[src/rtl/gpio_pkg.sv]
package gpio_pkg;

  localparam int REG_CNT = 8;

  typedef enum logic [1:0] {
    OP_NONE  = 2'd0,
    OP_WRITE = 2'd1,
    OP_SET   = 2'd2,
    OP_CLEAR = 2'd3
  } busOpE;

  typedef enum logic [2:0] {
    REG_DOUT = 3'd0,
    REG_OE   = 3'd1,
    REG_IN   = 3'd2,
    REG_SEL  = 3'd3,
    REG_EN   = 3'd4,
    REG_LVL  = 3'd5,
    REG_POL  = 3'd6,
    REG_STAT = 3'd7
  } regIdE;

  typedef struct packed {
    busOpE op;
    regIdE wrReg;
    logic  rdHit;
    regIdE rdReg;
  } ctrlStrobeT;

endpackage

[src/rtl/gpio_ctrl.sv]
module gpio_ctrl
  import gpio_pkg::*;
#(
  parameter int ADDR_W = 8
) (
  input  logic              busWrEn,
  input  logic [ADDR_W-1:0] busAddr,
  output ctrlStrobeT        strobes
);

  localparam int IDX_LO = 4;
  localparam int IDX_HI = IDX_LO + $clog2(REG_CNT) - 1;

  logic       slotValid;
  logic [3:0] subOff;
  regIdE      slotId;

  assign subOff = busAddr[IDX_LO-1:0];
  assign slotId = regIdE'(busAddr[IDX_HI:IDX_LO]);

  generate
    if (ADDR_W > IDX_HI + 1) begin : gUpper
      assign slotValid = (busAddr[ADDR_W-1:IDX_HI+1] == '0);
    end else begin : gNoUpper
      assign slotValid = 1'b1;
    end
  endgenerate

  always_comb begin
    strobes.op    = OP_NONE;
    strobes.wrReg = slotId;
    strobes.rdReg = slotId;
    strobes.rdHit = slotValid && (subOff == 4'h0);
    if (busWrEn && slotValid && (slotId != REG_IN)) begin
      unique case (subOff)
        4'h0:    strobes.op = OP_WRITE;
        4'h4:    strobes.op = OP_SET;
        4'h8:    strobes.op = OP_CLEAR;
        default: strobes.op = OP_NONE;
      endcase
    end
  end

endmodule

[src/rtl/gpio_datapath.sv]
module gpio_datapath
  import gpio_pkg::*;
#(
  parameter int WIDTH       = 32,
  parameter int SYNC_STAGES = 2
) (
  input  logic             clk,
  input  logic             rstN,
  input  ctrlStrobeT       strobes,
  input  logic [WIDTH-1:0] wrData,
  input  logic [WIDTH-1:0] pinIn,
  output logic [WIDTH-1:0] rdData,
  output logic [WIDTH-1:0] pinOut,
  output logic [WIDTH-1:0] pinOe,
  output logic             irqOut
);

  logic [WIDTH-1:0] doutQ, oeQ, selQ, enQ, lvlQ, polQ, statQ;
  logic [WIDTH-1:0] syncQ [SYNC_STAGES];
  logic [WIDTH-1:0] prevQ, pinSync;
  logic [WIDTH-1:0] riseVec, fallVec, levelHit, edgeHit, hitVec, statNext;

  function automatic logic [WIDTH-1:0] applyOp(input logic [WIDTH-1:0] oldVal,
                                               input logic [WIDTH-1:0] mask,
                                               input busOpE op);
    unique case (op)
      OP_WRITE: return mask;
      OP_SET:   return oldVal | mask;
      OP_CLEAR: return oldVal & ~mask;
      default:  return oldVal;
    endcase
  endfunction

  function automatic logic hitsReg(input ctrlStrobeT s, input regIdE id);
    return (s.op != OP_NONE) && (s.wrReg == id);
  endfunction

  // Input synchroniser chain
  always_ff @(posedge clk) begin
    if (!rstN) begin
      for (int i = 0; i < SYNC_STAGES; i++) syncQ[i] <= '0;
      prevQ <= '0;
    end else begin
      syncQ[0] <= pinIn;
      for (int i = 1; i < SYNC_STAGES; i++) syncQ[i] <= syncQ[i-1];
      prevQ <= syncQ[SYNC_STAGES-1];
    end
  end

  assign pinSync = syncQ[SYNC_STAGES-1];

  // Control registers
  always_ff @(posedge clk) begin
    if (!rstN) begin
      doutQ <= '0;
      oeQ   <= '0;
      selQ  <= '0;
      enQ   <= '0;
      lvlQ  <= '0;
      polQ  <= '0;
    end else begin
      if (hitsReg(strobes, REG_DOUT)) doutQ <= applyOp(doutQ, wrData, strobes.op);
      if (hitsReg(strobes, REG_OE))   oeQ   <= applyOp(oeQ, wrData, strobes.op);
      if (hitsReg(strobes, REG_SEL))  selQ  <= applyOp(selQ, wrData, strobes.op);
      if (hitsReg(strobes, REG_EN))   enQ   <= applyOp(enQ, wrData, strobes.op);
      if (hitsReg(strobes, REG_LVL))  lvlQ  <= applyOp(lvlQ, wrData, strobes.op);
      if (hitsReg(strobes, REG_POL))  polQ  <= applyOp(polQ, wrData, strobes.op);
    end
  end

  // Event detection: level pins match polarity, edge pins follow polarity direction
  assign riseVec  = pinSync & ~prevQ;
  assign fallVec  = ~pinSync & prevQ;
  assign levelHit = lvlQ & ~(polQ ^ pinSync);
  assign edgeHit  = ~lvlQ & ((polQ & riseVec) | (~polQ & fallVec));
  assign hitVec   = selQ & (levelHit | edgeHit);

  // Hardware set is ORed after the software op, so it wins a collision
  always_comb begin
    statNext = statQ;
    if (hitsReg(strobes, REG_STAT)) statNext = applyOp(statQ, wrData, strobes.op);
    statNext = statNext | hitVec;
  end

  always_ff @(posedge clk) begin
    if (!rstN) statQ <= '0;
    else       statQ <= statNext;
  end

  assign irqOut = |(statQ & enQ);
  assign pinOut = doutQ;
  assign pinOe  = oeQ;

  always_comb begin
    rdData = '0;
    if (strobes.rdHit) begin
      unique case (strobes.rdReg)
        REG_DOUT: rdData = doutQ;
        REG_OE:   rdData = oeQ;
        REG_IN:   rdData = pinSync;
        REG_SEL:  rdData = selQ;
        REG_EN:   rdData = enQ;
        REG_LVL:  rdData = lvlQ;
        REG_POL:  rdData = polQ;
        REG_STAT: rdData = statQ;
        default:  rdData = '0;
      endcase
    end
  end

  // Assertions
  assert_reset_quiet_R4: assert property (@(posedge clk)
    !rstN |=> (pinOe == '0 && pinOut == '0 && !irqOut && statQ == '0));

  assert_set_keeps_bits_R2: assert property (@(posedge clk) disable iff (!rstN)
    (strobes.op == OP_SET && strobes.wrReg == REG_DOUT)
      |=> ((doutQ & $past(doutQ)) == $past(doutQ)));

  assert_hw_wins_R10: assert property (@(posedge clk) disable iff (!rstN)
    (hitVec != '0) |=> ((statQ & $past(hitVec)) == $past(hitVec)));

  assert_unselected_quiet_R8: assert property (@(posedge clk) disable iff (!rstN)
    !hitsReg(strobes, REG_STAT)
      |=> ((statQ & ~$past(statQ) & ~$past(selQ)) == '0));

  assert_mask_all_R9: assert property (@(posedge clk) disable iff (!rstN)
    (enQ == '0) |-> !irqOut);

endmodule

[src/rtl/gpio_bank.sv]
module gpio_bank
  import gpio_pkg::*;
#(
  parameter int WIDTH       = 32,
  parameter int ADDR_W      = 8,
  parameter int SYNC_STAGES = 2
) (
  input  logic              clk,
  input  logic              rstN,
  input  logic [ADDR_W-1:0] busAddr,
  input  logic              busWrEn,
  input  logic [WIDTH-1:0]  busWrData,
  output logic [WIDTH-1:0]  busRdData,
  input  logic [WIDTH-1:0]  pinIn,
  output logic [WIDTH-1:0]  pinOut,
  output logic [WIDTH-1:0]  pinOe,
  output logic              irqOut
);

  ctrlStrobeT strobes;

  gpio_ctrl #(.ADDR_W(ADDR_W)) uCtrl (
    .busWrEn (busWrEn),
    .busAddr (busAddr),
    .strobes (strobes)
  );

  gpio_datapath #(.WIDTH(WIDTH), .SYNC_STAGES(SYNC_STAGES)) uData (
    .clk     (clk),
    .rstN    (rstN),
    .strobes (strobes),
    .wrData  (busWrData),
    .pinIn   (pinIn),
    .rdData  (busRdData),
    .pinOut  (pinOut),
    .pinOe   (pinOe),
    .irqOut  (irqOut)
  );

endmodule

[config.mk]
export PLATFORM = sky130hd
export DESIGN_NAME = gpio_bank
export DESIGN_NICKNAME = d
export VERILOG_FILES = /design/src/rtl/gpio_pkg.sv /design/src/rtl/gpio_ctrl.sv /design/src/rtl/gpio_datapath.sv /design/src/rtl/gpio_bank.sv
export SDC_FILE = /design/constraint.sdc
export NUM_CORES = 1
export LEC_CHECK = 0
export BUFFER_PORTS_ARGS = -buffer_cell sky130_fd_sc_hd__buf_2
export CORE_UTILIZATION = 60
export DETAILED_ROUTE_END_ITERATION = 10
export HOLD_SLACK_MARGIN = 0.02
export PLACE_DENSITY = 0.82
export SLEW_MARGIN = 15
export SYNTH_ARGS = -nofsm -noshare
export SYNTH_HDL_FRONTEND = slang
export SYNTH_SLANG_ARGS = --single-unit
[constraint.sdc]
create_clock -name clk -period 3.66 [get_ports clk]
set_input_delay 0.732 -clock clk [delete_from_list [all_inputs] [get_ports clk]]
set_output_delay 0.732 -clock clk [all_outputs]
set_load 0.03 [all_outputs]
# Word level (Yosys, flattened, before mapping)
# Memories as Yosys holds them, arrays and structs flattened.
# Cells that the tools add are included.
# W data, S select, Z words.
# classes
n_reduce_logical,21
n_eq_ne,13
n_mux,16
bitwise,35
# ops
op,n
$pmux W32 S3,7
$and A32 B32 Y32,15
$or A32 B32 Y32,10
$pmux W32 S8,1
$not A32 Y32,6
$mux W32,4
$reduce_or A32 Y1,1
$xor A32 B32 Y32,1
$eq A3 B3 Y1 const B,4
$reduce_and A2 Y1,6
$logic_and A1 B1 Y1,10
$eq A3 B2 Y1 const B,2
$pmux W2 S3,1
$eq A2 B2 Y1 const B,2
$eq A4 B3 Y1 const B,1
$eq A4 B4 Y1 const B,1
$logic_not A4 Y1,1
$eq A3 B1 Y1 const B,1
$logic_not A3 Y1,1
$ne A3 B2 Y1 const B,1
$reduce_bool A3 Y1,1
$eq A2 B1 Y1 const B,1
$mux W1,2
$mux W2,1
other kinds (3),4
# totals
wordCells,94
mem_count,1
in_bits,75
out_inout_bits,97
regBits,256
ramBits,64
# memory_table
memory,depth,word_bits,rd,rd_ports_with_merged_regs,wr,line,text
uData.syncQ,2,32,2,0,2,gpio_datapath.sv:19,logic [WIDTH-1:0] syncQ [SYNC_STAGES];

# Longest topological paths before layout
# logic_depth
depth_word,8
depth_mapped,7
depth_no_buf,4

# Cells and area by module
# A second synthesis with hierarchy kept.
# unflattened
hier_cells,1597
hier_area_um2,14386.3
# by_module_without_submodules
mod,area_each_um2,seq_area_each_um2,instances,cells_per_inst
gpio_datapath,14290.0,6406.1,1,1583
gpio_ctrl,96.3,0.0,1,14

# Least setup slack after synthesis
# No wires, ideal clock.
# synth_timing
kind,in2out
from,in busAddr[3]
to,out busRdData[10]
path_buffers,2
arrival_ns,2.515
required_time_ns,2.928
cell_stages,6
setup_slack_ns,0.413
cell_sequence,clkbuf_1 nor2_1 nor4b_1 clkbuf_1 o21ai_0 a31oi_1
# synth_via
elab_chain_cells,3
# synth_lines
element,line,text
start: declaration,gpio_bank.sv:10,"input logic [ADDR_W-1:0] busAddr,"
$logic_not A4 Y1,gpio_ctrl.sv:33,strobes.rdHit = slotValid && (subOff == 4'h0);
$logic_and A1 B1 Y1,gpio_ctrl.sv:33,
$mux W32,gpio_datapath.sv:96,if (strobes.rdHit) begin
end: declaration,gpio_bank.sv:13,"output logic [WIDTH-1:0] busRdData,"
# Every way passes these cells.

# Worst setup path in the final report
# layout_timing
from,in busAddr[4]
to,out busRdData[19]
# layout_via
elab_chain_cells,3
elab_cells_between_ends,10
classes_between,7 x eq/ne; 2 x mux; 1 x reduce/logical
# layout_lines
element,line,text
"$eq A3 B3 Y1, or another cell as far along",gpio_datapath.sv:97,unique case (strobes.rdReg)
$pmux W32 S8 (*),gpio_datapath.sv:97,
$mux W32 (*),gpio_datapath.sv:96,
# Every way passes the cells marked *; elsewhere a longest branch is shown, timed or not.

==> impl_results.md <==
* Cell Pwr Density at 440 nW/µm²
* Wire length per cell at 24.8 µm
* Commonest non-fill, non-tap cell in the layout: dfxtp_1
* Vias per cell at 7.02
* DRC at 0
* Vias post-DR at between 10k and 15k
* Net Count, Synth at 1,633
* Layout cell share with drive strength beyond 1 at 0.220
* Setup violators final at 0
* Final period utilization at 0.931
* 1st-iter DRT viols at ~2.1k
* Post-layout min period at 3.41 ns
* Syn_area_per_cell at 9.26 µm²
* Post-Synthesis Cells at 1,558
* Initial Util at 0.613
* Die Width at 157 µm
* Leakage at about 6 nW
* TritonRoute pass-1 iters at 8
* CP max stage delay at about 0.48 ns
* Crit path top cell by count: buf_2
* Synth Cell Area at 14,400 µm²
* CTS buffer count at 31
* Max_cap viols at 0
* Cells resized by post-CTS repair at 0
* Relative slew slack at 0.441
* Worst endpoint required time at 2.93 ns
* DIE AREA at 24,700 µm²
* Core area at approximately 24,000 µm²
* Status: complete, no violations
* CTS tree: yes
* Most used DFF post-synth: dfxtp_1
* Largest net degree at the start of global routing at 130
* Hold slack at 0.349 ns
* # rows at 56
* Setup CP Type: input pin to output pin
* Hold Violations, Final at 0
* Layout area overhead at 15.6%
* Cell count of the worst reg-to-reg path at 3
* Clk pin slew, worst setup/hold paths at 0.06 ns
* Yosys warnings at 0
* Post-synth ARST share at 0
* H-tree lvl count at 1
* Global placement routability congestion at 0.943
* Max-slew violations at 0
* Post-synthesis cell type count at between 40 and 50
* Synth Area in Adders at 0
* Peak supply drop at 0.414 mV
* CP Max Fanout at 25
* Simple-gate share of the synthesized area at 0.120
* Area taken by multi-input logic gates at 7420 µm²
* Total track usage at 0.400
* Die Y at around 160 µm
* CP Cell Sequence: buf_2 > and2_1 > buf_4 > a21oi_1 > o22a_1 > a31oi_1 > buf_2
* RSZ-0062 raised after global routing: no
* Grt total ovfl at 0
* Maximum clock rate at 0.293 GHz
* Antenna violations before repair at 3
* CTS Buffer Depth at 3
* Skew final at between 0.02 and 0.025 ns
* FF/Latch Area at approximately 6400 µm²
* Final wirelength at 50,200 µm
* Main combinational cell family by area after synthesis: compound AO/OA/AOI/OAI gates
* Port bufs at 171
* TNS Setup at 0 ns
* Least-Margin Pin Slew at 0.831 ns
* Ports at 172
* Root Driver: clkbuf_16
* Post-synth EDFFs at 0
* HP Class: input pin to flip-flop
* Post-synthesis sequential area ratio at 0.444
* Skew-Pair Late Insertion Delay at 0.59 ns
* Layout fillers at 1,801
* Postcts setup bufs at 0
* Mux contribution to synthesized area at 0.0263
* FF-to-FF setup slack at 2.64 ns
* DP Area at 15,700 µm²
* WP data arrival at ~2.7 ns
* Startpoint Class: input pin
* Slowest cell on the critical path: buf_2
* Sink Count at 320
* Synth Area in XOR/XNOR at 0.0376
* Hpwl dp at ~32,000 µm
* Min-Delay Path Depth at 2
* Final ANT Viol Nets at 0
* First-pass GRT wire length at between 70,000 and 80,000 µm
* Vias in the first global route at roughly 14k
* Commonest cells after routing, fill and taps aside: dfxtp_1 (320), o21ai_0 (219), o211ai_1 (193), buf_2 (170), and2_1 (97)
* Synth Area in Compound Gates at 0.328
* Nets@finish at 1,762
* Post-CTS Hold Buffers at 0
* Seq cells post-synth at 320
* Crit end category: output pin
* Fin area at 16,700 µm²
flip-flops by register name (all words and copies together), names as in the netlist:
register and cells:
uData.enQ 32, uData.lvlQ 32, uData.polQ 32, uData.pinOe 32, uData.statQ 32, uData.prevQ 32
uData.syncQ 64, uData.pinOut 32, uData.selQ 32
per-stage QoR:
stage / util / std cells / setup WS (ns) / power, mW
detailed placement: 0.665 / 1973 / 0.397 / 4.13
global placement: 0.665 / 1973 / 0.435 / 4.12
floorplan: - / 1558 / 0.413 / 3.93
CTS: 0.709 / 2027 / 0.413 / 7.30
finish: 0.709 / 2028 / 0.252 / 7.34
global route: 0.709 / 2028 / 0.266 / 7.49
final cells by class:
type	instances	share of cell area
clock inverters	14	0.00892
inverters	6	0.00135
well taps	319	0.0239
clock buffers	40	0.0521
diodes	1	0.000150
multi-input cells	1090	0.445
repair buffers	238	0.0850
flip-flops and latches	320	0.384
power by group:
part | internal, mW | switching (mW) | total (mW)
registers | 3.53 | 0.0302 | 3.56
logic | 0.165 | 0.359 | 0.524
clock network | 1.87 | 1.38 | 3.25
cell families after synthesis:
kind of cell | Yosys count
flops | 320
compound gates | 710
simple gates | 293
buf+inv | 148
xor+xnor | 62
mux | 25
worst paths after layout:
kind,startpoint,endpoint
max,busAddr[4],busRdData[19]
min,pinIn[23],uData.syncQ[0][23]
max reg2reg,uData.polQ[22],uData.statQ[22]
min reg2reg,uData.syncQ[0][28],uData.syncQ[0][60]
cell usage after synthesis (7+ instances only):
library cell	number	area, µm²
dfxtp_1	320	6410
o21ai_0	219	1100
o211ai_1	193	1450
clkbuf_1	120	450
and2_1	97	607
nand2_1	78	293
a22oi_1	71	533
a31oi_1	50	313
nor2_1	49	184
o21ai_1	41	205
o21bai_1	34	255
a21oi_1	32	160
nor4_2	31	388
xnor2_1	31	272
xor2_1	31	272
o211ai_2	30	375
o22a_1	18	158
buf_2	14	70.1
mux2i_1	12	120
a211o_1	11	96.3
mux4_2	10	225
nand4_1	7	43.8
layer usage:
layer	track usage	share of wire	up-vias
met2	0.622	0.44	1145
met4	0.242	0.060	4
met5	0	0.00052	-
li1	-	-	6115
met3	0.0903	0.13	271
met1	0.508	0.37	6704
critical path, delay by kind of cell:
family | cells | cell delay, ns
simple gates | 1 | 0.33
buf+inv | 3 | 1.00
compound gates | 3 | 0.58
Power figures use the tool's default switching activity.
